**config.mk**
```make
export PLATFORM = sky130hd
export DESIGN_NAME = lcd_scan_timer
export DESIGN_NICKNAME = d
export VERILOG_FILES = /design/src/rtl/lcd_scan_timer.sv
export SDC_FILE = /design/constraint.sdc
export NUM_CORES = 1
export LEC_CHECK = 0
export BUFFER_PORTS_ARGS = -buffer_cell sky130_fd_sc_hd__buf_2
export CAP_MARGIN = 20
export CORE_MARGIN = 5
export CORE_UTILIZATION = 50
export CTS_CLUSTER_SIZE = 14
export DETAILED_ROUTE_END_ITERATION = 12
export PLACE_DENSITY = 0.71
export SLEW_MARGIN = 10
export SYNTH_ARGS = -nofsm -noshare
export SYNTH_HDL_FRONTEND = slang
export SYNTH_SLANG_ARGS = --single-unit
```
**constraint.sdc**
```tcl
create_clock -name clk -period 2.5 [get_ports clk]
set_input_delay 0.25 -clock clk [delete_from_list [all_inputs] [get_ports clk]]
set_output_delay 0.25 -clock clk [all_outputs]
set_load 0.005 [all_outputs]
```
**src/rtl/lcd_scan_timer.sv**
```systemverilog
module lcd_scan_timer #(
  parameter int TICKS_PER_HCLK = 4,
  parameter int HCLK_PER_LINE  = 295,
  parameter int HCLK_START     = 40,
  parameter int VCLK_AT        = 20,
  parameter int EN_AT          = 56,
  parameter int EN_TICKS       = 13,
  parameter int VSTART_AT      = 401,
  parameter int CNT_W          = 11,
  parameter int LINE_W         = 9
) (
  input  logic clk,
  input  logic rst_n,
  input  logic hsync,
  input  logic vsync,
  input  logic cfg_right,
  input  logic cfg_down,
  output logic h_start,
  output logic h_clk_a,
  output logic h_clk_b,
  output logic v_start,
  output logic v_clk,
  output logic gate_en,
  output logic pol_flip,
  output logic dir_right,
  output logic dir_down
);

  localparam int HALF = TICKS_PER_HCLK / 2;
  localparam int SPAN = HCLK_PER_LINE * TICKS_PER_HCLK;
  localparam logic [CNT_W-1:0]  CNT_MAX  = '1;
  localparam logic [LINE_W-1:0] LINE_MAX = '1;
  localparam logic [LINE_W-1:0] LINE_ONE = LINE_W'(1);

  logic              hs_q, vs_q;
  logic [CNT_W-1:0]  tick;
  logic [LINE_W-1:0] line;

  wire hs_edge = hsync & ~hs_q;
  wire vs_edge = vsync & ~vs_q;

  int   t_i, ph_i;
  logic in_win, clk_a_d, start_d, en_d, vstart_d;

  always_comb begin
    t_i      = int'(tick);
    ph_i     = t_i - (HCLK_START + (line[0] ? HALF : 0));
    in_win   = (ph_i >= 0) && (ph_i < SPAN);
    clk_a_d  = in_win && ((ph_i % TICKS_PER_HCLK) < HALF);
    start_d  = (ph_i >= -HALF) && (ph_i < 0);
    en_d     = (t_i >= EN_AT) && (t_i < EN_AT + EN_TICKS);
    vstart_d = (line == '0 && t_i >= VSTART_AT) || (line == LINE_ONE && t_i < VSTART_AT);
  end

  always_ff @(posedge clk or negedge rst_n) begin
    if (!rst_n) begin
      hs_q      <= 1'b0;
      vs_q      <= 1'b0;
      tick      <= CNT_MAX;
      line      <= LINE_MAX;
      h_start   <= 1'b0;
      h_clk_a   <= 1'b0;
      h_clk_b   <= 1'b0;
      v_start   <= 1'b0;
      v_clk     <= 1'b0;
      gate_en   <= 1'b0;
      pol_flip  <= 1'b0;
      dir_right <= 1'b1;
      dir_down  <= 1'b1;
    end else begin
      hs_q      <= hsync;
      vs_q      <= vsync;
      tick      <= hs_edge ? '0 : (tick == CNT_MAX ? tick : tick + 1'b1);
      line      <= vs_edge ? '0 : ((hs_edge && line != LINE_MAX) ? line + 1'b1 : line);
      h_start   <= start_d;
      h_clk_a   <= clk_a_d;
      h_clk_b   <= in_win & ~clk_a_d;
      v_start   <= vstart_d;
      v_clk     <= vs_edge ? 1'b0 : ((t_i == VCLK_AT) ? ~v_clk : v_clk);
      gate_en   <= en_d;
      pol_flip  <= pol_flip ^ hs_edge;
      dir_right <= cfg_right;
      dir_down  <= cfg_down;
    end
  end

endmodule

```
* Word level (Yosys, flattened, before mapping)
Index checks and enable logic that the tools add are counted.
Cells by class: mux-type cells 7, equal/unequal tests 5, order comparisons 9, add/sub/neg operators 4, bitwise gates (word level) 9, reduce and logical (&&, ||, !) cells 12
Operator list (count):
- $mux 11 | 2
- $mux 9 | 2
- $ge 12x1->1 const B | 1
- $ge 12x2->1 const B | 1
- $lt 12x1->1 const B | 1
- $lt 12x12->1 const B | 1
- $sub 11x7->12 | 1
- $add 11x1->11 const B | 1
- $eq 11x11->1 const B | 1
- $eq 11x6->1 const B | 1
- $ge 11x6->1 const B | 1
- $ge 11x9->1 const B | 1
- $lt 11x7->1 const B | 1
- $lt 11x9->1 const B | 1
- $add 9x1->9 const B | 1
- $eq 9x1->1 const B | 1
- $logic_not 9->1 | 1
- $ne 9x9->1 const B | 1
- $add 6x2->7 const A | 1
- $logic_and 1x1->1 | 7
- $and 1x1->1 | 4
- $not 1->1 | 4
- $reduce_bool 2->1 | 2
- $lt 3x3->1 const B | 1
- other kinds (6) | 7
Storage, ports and cells: bits of input ports 6, output and inout bits 9, logic and storage cells 59, bits in registers 31

* Logic depth before layout (Yosys ltp)
Gate-level depths: netlist of run 1.
word-level depth 9, depth in mapped cells 10, depth with buffers taken out 10

* Worst setup path after synthesis of run 1
No wires, ideal clock.
kind register -> register, from reg line[0], to reg h_clk_a, data arrival time 2339 ps, required time 2414 ps, clock period less this slack 2425 ps, setup time 86 ps, path buffers 0, setup slack 75 ps, stages on the path, launching flop included 11, cell sequence dfstp_2 > inv_1 > ha_1 > inv_1 > fa_1 > nand4bb_1 > o22ai_1 > o2bb2ai_1 > a221oi_1 > or2_1 > nor3_1
Between the ends: longest elaborated chain between the ends 7, elaborated cells between the ends (all ways) 10, classes of those cells 2 x add/sub; 3 x order compare; 1 x mux; 1 x bitwise; 3 x reduce/logical
RTL lines:
- start: declaration | RTL line 37 | logic [LINE_W-1:0] line;
- start signal: assignment | RTL line 74 | line <= vs_edge ? '0 : ((hs_edge && line != LINE_MAX) ? line + 1'b1 : line);
- $mux 2 * | RTL line 47 | ph_i = t_i - (HCLK_START + (line[0] ? HALF : 0));
- $add 6x2->7 * | RTL line 47
- $sub 11x7->12 * | RTL line 47
- parallel branches: the longest is 3 deep, another holds $ge 12x1->1
- $logic_and 1x1->1 * | RTL line 49 | clk_a_d = in_win && ((ph_i % TICKS_PER_HCLK) < HALF);
- net clk_a_d | RTL line 43 | logic in_win, clk_a_d, start_d, en_d, vstart_d;
- end signal: assignment | RTL line 76 | h_clk_a <= clk_a_d;
- end: declaration | RTL line 19 | output logic h_clk_a,
Mark *: on every way through the listed nets, which the timed path passes. A chain may end at the register's enable or synchronous reset.

* Final worst setup path of run 1
from reg tick[2], to reg h_clk_a
Between the ends: longest elaborated chain between the ends 4, elaborated cells between the ends (all ways) 7, classes of those cells 1 x add/sub; 3 x order compare; 1 x bitwise; 2 x reduce/logical
RTL lines:
- start: declaration | RTL line 36 | logic [CNT_W-1:0] tick;
- start signal: assignment | RTL line 73 | tick <= hs_edge ? '0 : (tick == CNT_MAX ? tick : tick + 1'b1);
- $sub 11x7->12 * | RTL line 47
- $ge 12x1->1, or another cell as far along | RTL line 48 | in_win = (ph_i >= 0) && (ph_i < SPAN);
- $logic_and 1x1->1 or $lt 3x3->1 (tied branches) | RTL line 48, 49
- $logic_and 1x1->1 * | RTL line 49
- net clk_a_d | RTL line 43
Mark *: on every way through the listed nets, which the timed path passes. The rest lies on a longest branch.

==> results of run 1 <==
## metal layers
layer,up-vias,part of all wire
met2,49,0.45
li1,801,-
met3,12,0.064
met4,0,0.025
met5,-,0
met1,742,0.46
## cell usage in the layout, fill, tap and decap left out, drive strengths merged, types with 2 or more instances in the layout
master / instances
nor2b: 3
a21oi: 12
a31oi: 2
a221oi: 2
or3: 3
o21ai: 9
ha: 19
inv: 12
a211oi: 2
or2: 2
nand3: 5
nor2: 29
xor2: 9
nand4: 6
buf: 23
nand2: 14
nor4: 3
nand2b: 5
xnor2: 8
and2: 3
or4: 2
dfstp: 22
dfrtp: 9
nor3: 7
clkbuf: 6
## stage by stage
stage               total power, mW  worst slack (ns)  utilization  cells  cell area (µm²)
floorplan                      1.11            0.0754            -    216             2020
global placement               1.30             0.111        0.551    281             2170
detailed placement             1.31            0.0317        0.551    281             2170
global route                   2.06            0.0102        0.597    290             2350
CTS                            1.83           0.00450        0.580    289             2290
finish                         1.92             0.118        0.597    290             2350
## what timing repair did
action                     in CTS  in global routing
hold endpoints to repair        0                  0
setup buffers                   0                  1
resized for setup               0                 12
setup endpoints to repair       0                  3
## power groups by stage
stage,logic (mW),registers (mW),clock network [mW]
5_1_grt,0.864,0.656,0.538
6_report,0.763,0.645,0.509
3_5_place_dp,0.667,0.646,0
4_1_cts,0.674,0.639,0.520
2_1_floorplan,0.475,0.636,0
3_3_place_gp,0.660,0.643,0
## Yosys cell counts (all sizes together) (2+ instances only)
master,count,area (µm²)
xnor2,8,70.1
inv,12,45.0
and2,3,20.0
ha,19,238
a21oi,12,60.1
o21ai,9,45.0
a31oi,2,12.5
or3,3,20.0
or4,2,16.3
dfrtp,9,225
a211oi,2,15.0
nor4,3,18.8
nand2,14,52.6
a221oi,2,23.8
nand3,5,25.0
nor2,29,109
nor2b,3,18.8
xor2,9,78.8
or2,2,12.5
buf,6,36.3
nand4,6,37.5
nand2b,5,31.3
dfstp,22,578
nor3,7,35.0
## cell families (layout without fill, tap and decap cells)
logic type / Yosys count / after routing / share of synthesized area
fa+ha+maj: 20 / 20 / 0.128
flops: 31 / 31 / 0.398
simple gates: 87 / 87 / 0.218
compound gates: 41 / 41 / 0.136
xor+xnor: 17 / 17 / 0.0738
mux: 1 / 1 / 0.00496
buf+inv: 19 / 43 / 0.0422
## how the worst min path moves through the flow
stage,to,slack [ns],cells after the start
3_5_place_dp,h_clk_b,0.33,1
5_1_grt,dir_right,0.05,1
2_1_floorplan,gate_en,-0.05,0
3_3_place_gp,h_start,0.32,1
6_report,h_clk_b,-0.008,1
4_1_cts,h_clk_b,0.03,1
## cell type report
type	count	area, µm²	share of cell area
inverter	12	45.0	0.0191
clock buffer	6	82.6	0.0351
clock inverter	2	35.0	0.0149
multi-input combinational	166	1190	0.504
sequential	31	803	0.341
tap	50	62.6	0.0266
timing repair buffer	23	138	0.0585
==> flow_summary.ini, run 1 <==
[outcome]
outcome = finished, violations left
violations = hold timing

[pwr]
cellLeakagePower_nw = 1.02
power.internal_mw = 1.26
power.switching_mw = 0.658
pwr-share-seq = 0.337
peakVddDrop_mv = 0.414
clock_power_share = 0.265
combPwrFrac = 0.398
power_density_nw_per_um2 = 815
swShare = 0.343

[timing]
rsz0062_at_grt = no
min_period_ns = 2.38
finalSetupTns_ns = 0
worst_clock_skew_ns = 0.00401
max_slew.worst_pin.slew_ns = 0.679
finalHoldViolCount = 4
finalCritPeriodShare = 0.953
slew_headroom = 0.547
drv_slew = 0
fmaxAchievable_ghz = 0.420
hold_ws_ns = -0.00777
setup_viol = 0

[final_layout]
top_register = tick
layout-drive-gt1-share = 0.283
synthToLayoutAreaGrowth_pct = 16.6
nets = 265
largest_reg_flops = 11
fillers = 333
top_regs = tick: 11 flops, line: 9 flops
antenna_cells = 0

[critical_path]
critPathRequiredTime_ns = 2.67
endpoint_kind = register
critPathKind = reg -> reg
worstSetupStartpointType = register
regToRegSetupSlack_ns = 0.12
cp_slowest_cell = dfstp_2
critPathTopFamily = compound AO/OA/AOI/OAI gates
reg2reg_to = h_clk_a
path_depth = 8
slowest_delay_ns = 0.60
r2r_start = tick[2]
critical_path.startpoint = tick[2]
cp_cell_sequence = inv_1 > ha_1 > a211oi_2 > mux2i_1 > o21bai_1 > a221oi_1 > or2_1 > nor3_2
path_buf_inv = 1
endpoint = h_clk_a
critPathArrivalTime_ns = 2.55
cp_max_fo = 6
reg2regPathDepth = 8

[route]
drtIter0Drc = 114
antenna_left = 0
first_pass_iters = 4
wire_per_inst_um = 15.1
post-route-drc-count = 0
wl_mm = 4.37
via_count = 1604
vias_per_cell = 5.53

[yosys]
ys_types = 53
postSynthCellCount = 216
syn_area_per_cell_um2 = 9.34
ys_seq_area_frac = 0.398
synth-edff-count = 0
synth_seq_cells = 31
synth_ff_type = dfstp_2
synth_area_um2 = 2020
yosysWarnings = 0
async_flop_share = 1.00
synthesis.nets = 242

[grt]
antenna_found_initial = 0
grt_first_pass_wirelength_mm = 7.26
grt_busiest_layer = met2
grt_start_max_net_pins = 32
grt_use_met1 = 0.237
grt_pass1_vias = 1518
track_usage = 0.178
use_met2 = 0.260
grtUsageMet3 = 0.0602
grt.overflow.total = 0

[job]
cap_violations = 0

[cts]
cts_tree = yes
path_clk_slew_ns = 0.07
htree_levels = 2
clock_path_buffers = 2
insertion_delay_ns = 0.28
cts_inserted_buffers = 5
cts-root-buf = clkbuf_8
cts-hold-fix-buffers = 0
cts_sinks = 31

[die]
ios = 15
die_y_um = 73.5
rows = 23
core_area_um2 = 3940
die_x_um = 73.5
dieArea_um2 = 5410
initial_utilization = 0.512

[place]
place_congestion = 0.942
post-dp-hpwl_mm = 3.12
port_buffers = 14

[worst_hold_path]
hold_class = in -> async
(Power assumes the default switching activity.)
==> run 2, diff against run 1 <==
CORE_ASPECT_RATIO = 1.2   (was unset)
==> run 2 against run 1 <==
Net effect:
- highest routed layer unchanged
- via count is 2.4% higher
- final cell count rose by 1.4%
- sequential power about the same
- clock skew barely moved
- largest power group unchanged
- the run now ends clean
- flip-flop and latch count unchanged
- die area about the same
- clock-buffer cell count increased by 1
- core utilization shrank 0.080 points
- critical path depth increased by 2
- global-route usage rose by 0.70 points
- non-clock buffer count stayed put
- sequential share of layout area grew 0.33 points
==> flow_summary.ini, run 2 (synthesis gave the netlist of run 1 again) <==
[critical_path]
critPathKind = reg -> reg
cp_slowest_cell = dfstp_2
worstSetupStartpointType = register
endpoint_kind = register
cp_max_fo = 5
critPathRequiredTime_ns = 2.70
cp_cell_sequence = inv_1 > ha_4 > inv_2 > fa_2 > nand4bb_1 > o22ai_1 > o2bb2ai_1 > a221oi_1 > or2_1 > nor3_1
slowest_delay_ns = 0.53
critPathArrivalTime_ns = 2.60

[grt]
grt_first_pass_wirelength_mm = 7.41
grt.overflow.total = 0
grt_pass1_vias = 1580
grt_start_max_net_pins = 32
antenna_found_initial = 0
track_usage = 0.184

[timing]
finalSetupTns_ns = 0
fmaxAchievable_ghz = 0.416
min_period_ns = 2.41
slew_headroom = 0.532
finalHoldViolCount = 0
finalCritPeriodShare = 0.962
worst_clock_skew_ns = 0.00448
rsz0062_at_grt = no
max_slew.worst_pin.slew_ns = 0.700
hold_ws_ns = 0.00743
drv_slew = 0
setup_viol = 0

[place]
place_congestion = 0.940
post-dp-hpwl_mm = 3.11
port_buffers = 14
dpl.cell_count = 286
dpl-instance-area_um2 = 2180

[pwr]
peakVddDrop_mv = 0.434
power_density_nw_per_um2 = 796
cellLeakagePower_nw = 1.01
power_mw = 1.85

[final_layout]
layout-drive-gt1-share = 0.271
fillers = 332
layout_commonest_cell = nor2_1
synthToLayoutAreaGrowth_pct = 15.4
antenna_cells = 0
final_cell_mix = nor2_1, dfstp_2, ha_1, nand2_1, buf_2
top_regs = tick: 11 flops, line: 9 flops
nets = 265
final_cell_area_um2 = 2330
largest_reg_flops = 11
top_register = tick
final_cells = 294

[cts]
cts_sinks = 31
cts_inserted_buffers = 5
cts_tree = yes
cts-root-buf = clkbuf_8
htree_levels = 2
path_clk_slew_ns = 0.07
clock_path_buffers = 2
insertion_delay_ns = 0.28
cts-hold-fix-buffers = 0

[job]
cap_violations = 0

[die]
rows = 25
ios = 15
dieArea_um2 = 5410
initial_utilization = 0.516
die_x_um = 68.0
core_area_um2 = 3910
die_y_um = 79.6

[outcome]
outcome = complete, no violations

[route]
wl_mm = 4.33
wire_per_inst_um = 14.7
first_pass_iters = 6
vias_per_cell = 5.59
post-route-drc-count = 0
antenna_left = 0
drtIter0Drc = 114
via_count = 1642

[worst_hold_path]
hold_class = in -> async
-- run 2: cell type report --
| cell class | instances | area [µm²] | area share |
|---|---|---|---|
| tap | 54 | 67.6 | 0.0290 |
| clock buffer | 7 | 96.3 | 0.0414 |
| timing repair buffer | 23 | 138 | 0.0591 |
| multi-input combinational | 166 | 1170 | 0.503 |
| sequential | 31 | 803 | 0.345 |
| clock inverter | 1 | 7.51 | 0.00322 |
| inverter | 12 | 45.0 | 0.0193 |
-- run 2: through the flow --
step,util,worst slack (ns)
after floorplan,-,0.0754
after global placement,0.558,0.137
after detailed placement,0.558,0.0518
after CTS,0.585,0.0227
after global routing,0.596,0.000226
final,0.596,0.0945
-- run 2: critical path: cells and delay by family (launching register included) --
family                   cells  cell delay, ns
AO/OA/AOI/OAI                3            0.40
AND/OR/NAND/NOR              3            0.59
adder cells (fa/ha/maj)      2            0.69
flip-flops                   1            0.53
buffers and inverters        2            0.12
-- run 2: path summary, 6_finish.rpt --
check	cells past startpoint	slack, ns	to	from
min in group clk	1	0.06	dir_right	cfg_right
hold / removal	1	0.007	gate_en	rst_n
max in group asynchronous	1	2.05	v_start	rst_n
setup / recovery	10	0.09	h_clk_b	line[0]
setup reg to reg	10	0.09	h_clk_b	line[0]
hold reg to reg	1	0.48	pol_flip	pol_flip
-- run 2: where the power goes --
part           internal, mW  total (mW)  switching, mW  leakage, nW
Clock                 0.250       0.438          0.188       0.0505
Combinational         0.360       0.774          0.413        0.614
Sequential            0.582       0.643         0.0606        0.346
-- run 2: timing repair --
action | in CTS | in global routing
setup endpoints to repair | 0 | 3
setup buffers | 0 | 0
gates resized for setup | 0 | 9
-- run 2: routing by layer --
layer | global-route usage | part of all wire | up-vias
met5 | 0 | 0 | -
met4 | 0.0895 | 0.017 | 0
met3 | 0.0437 | 0.055 | 7
met2 | 0.295 | 0.49 | 50
met1 | 0.229 | 0.43 | 781
li1 | - | - | 804
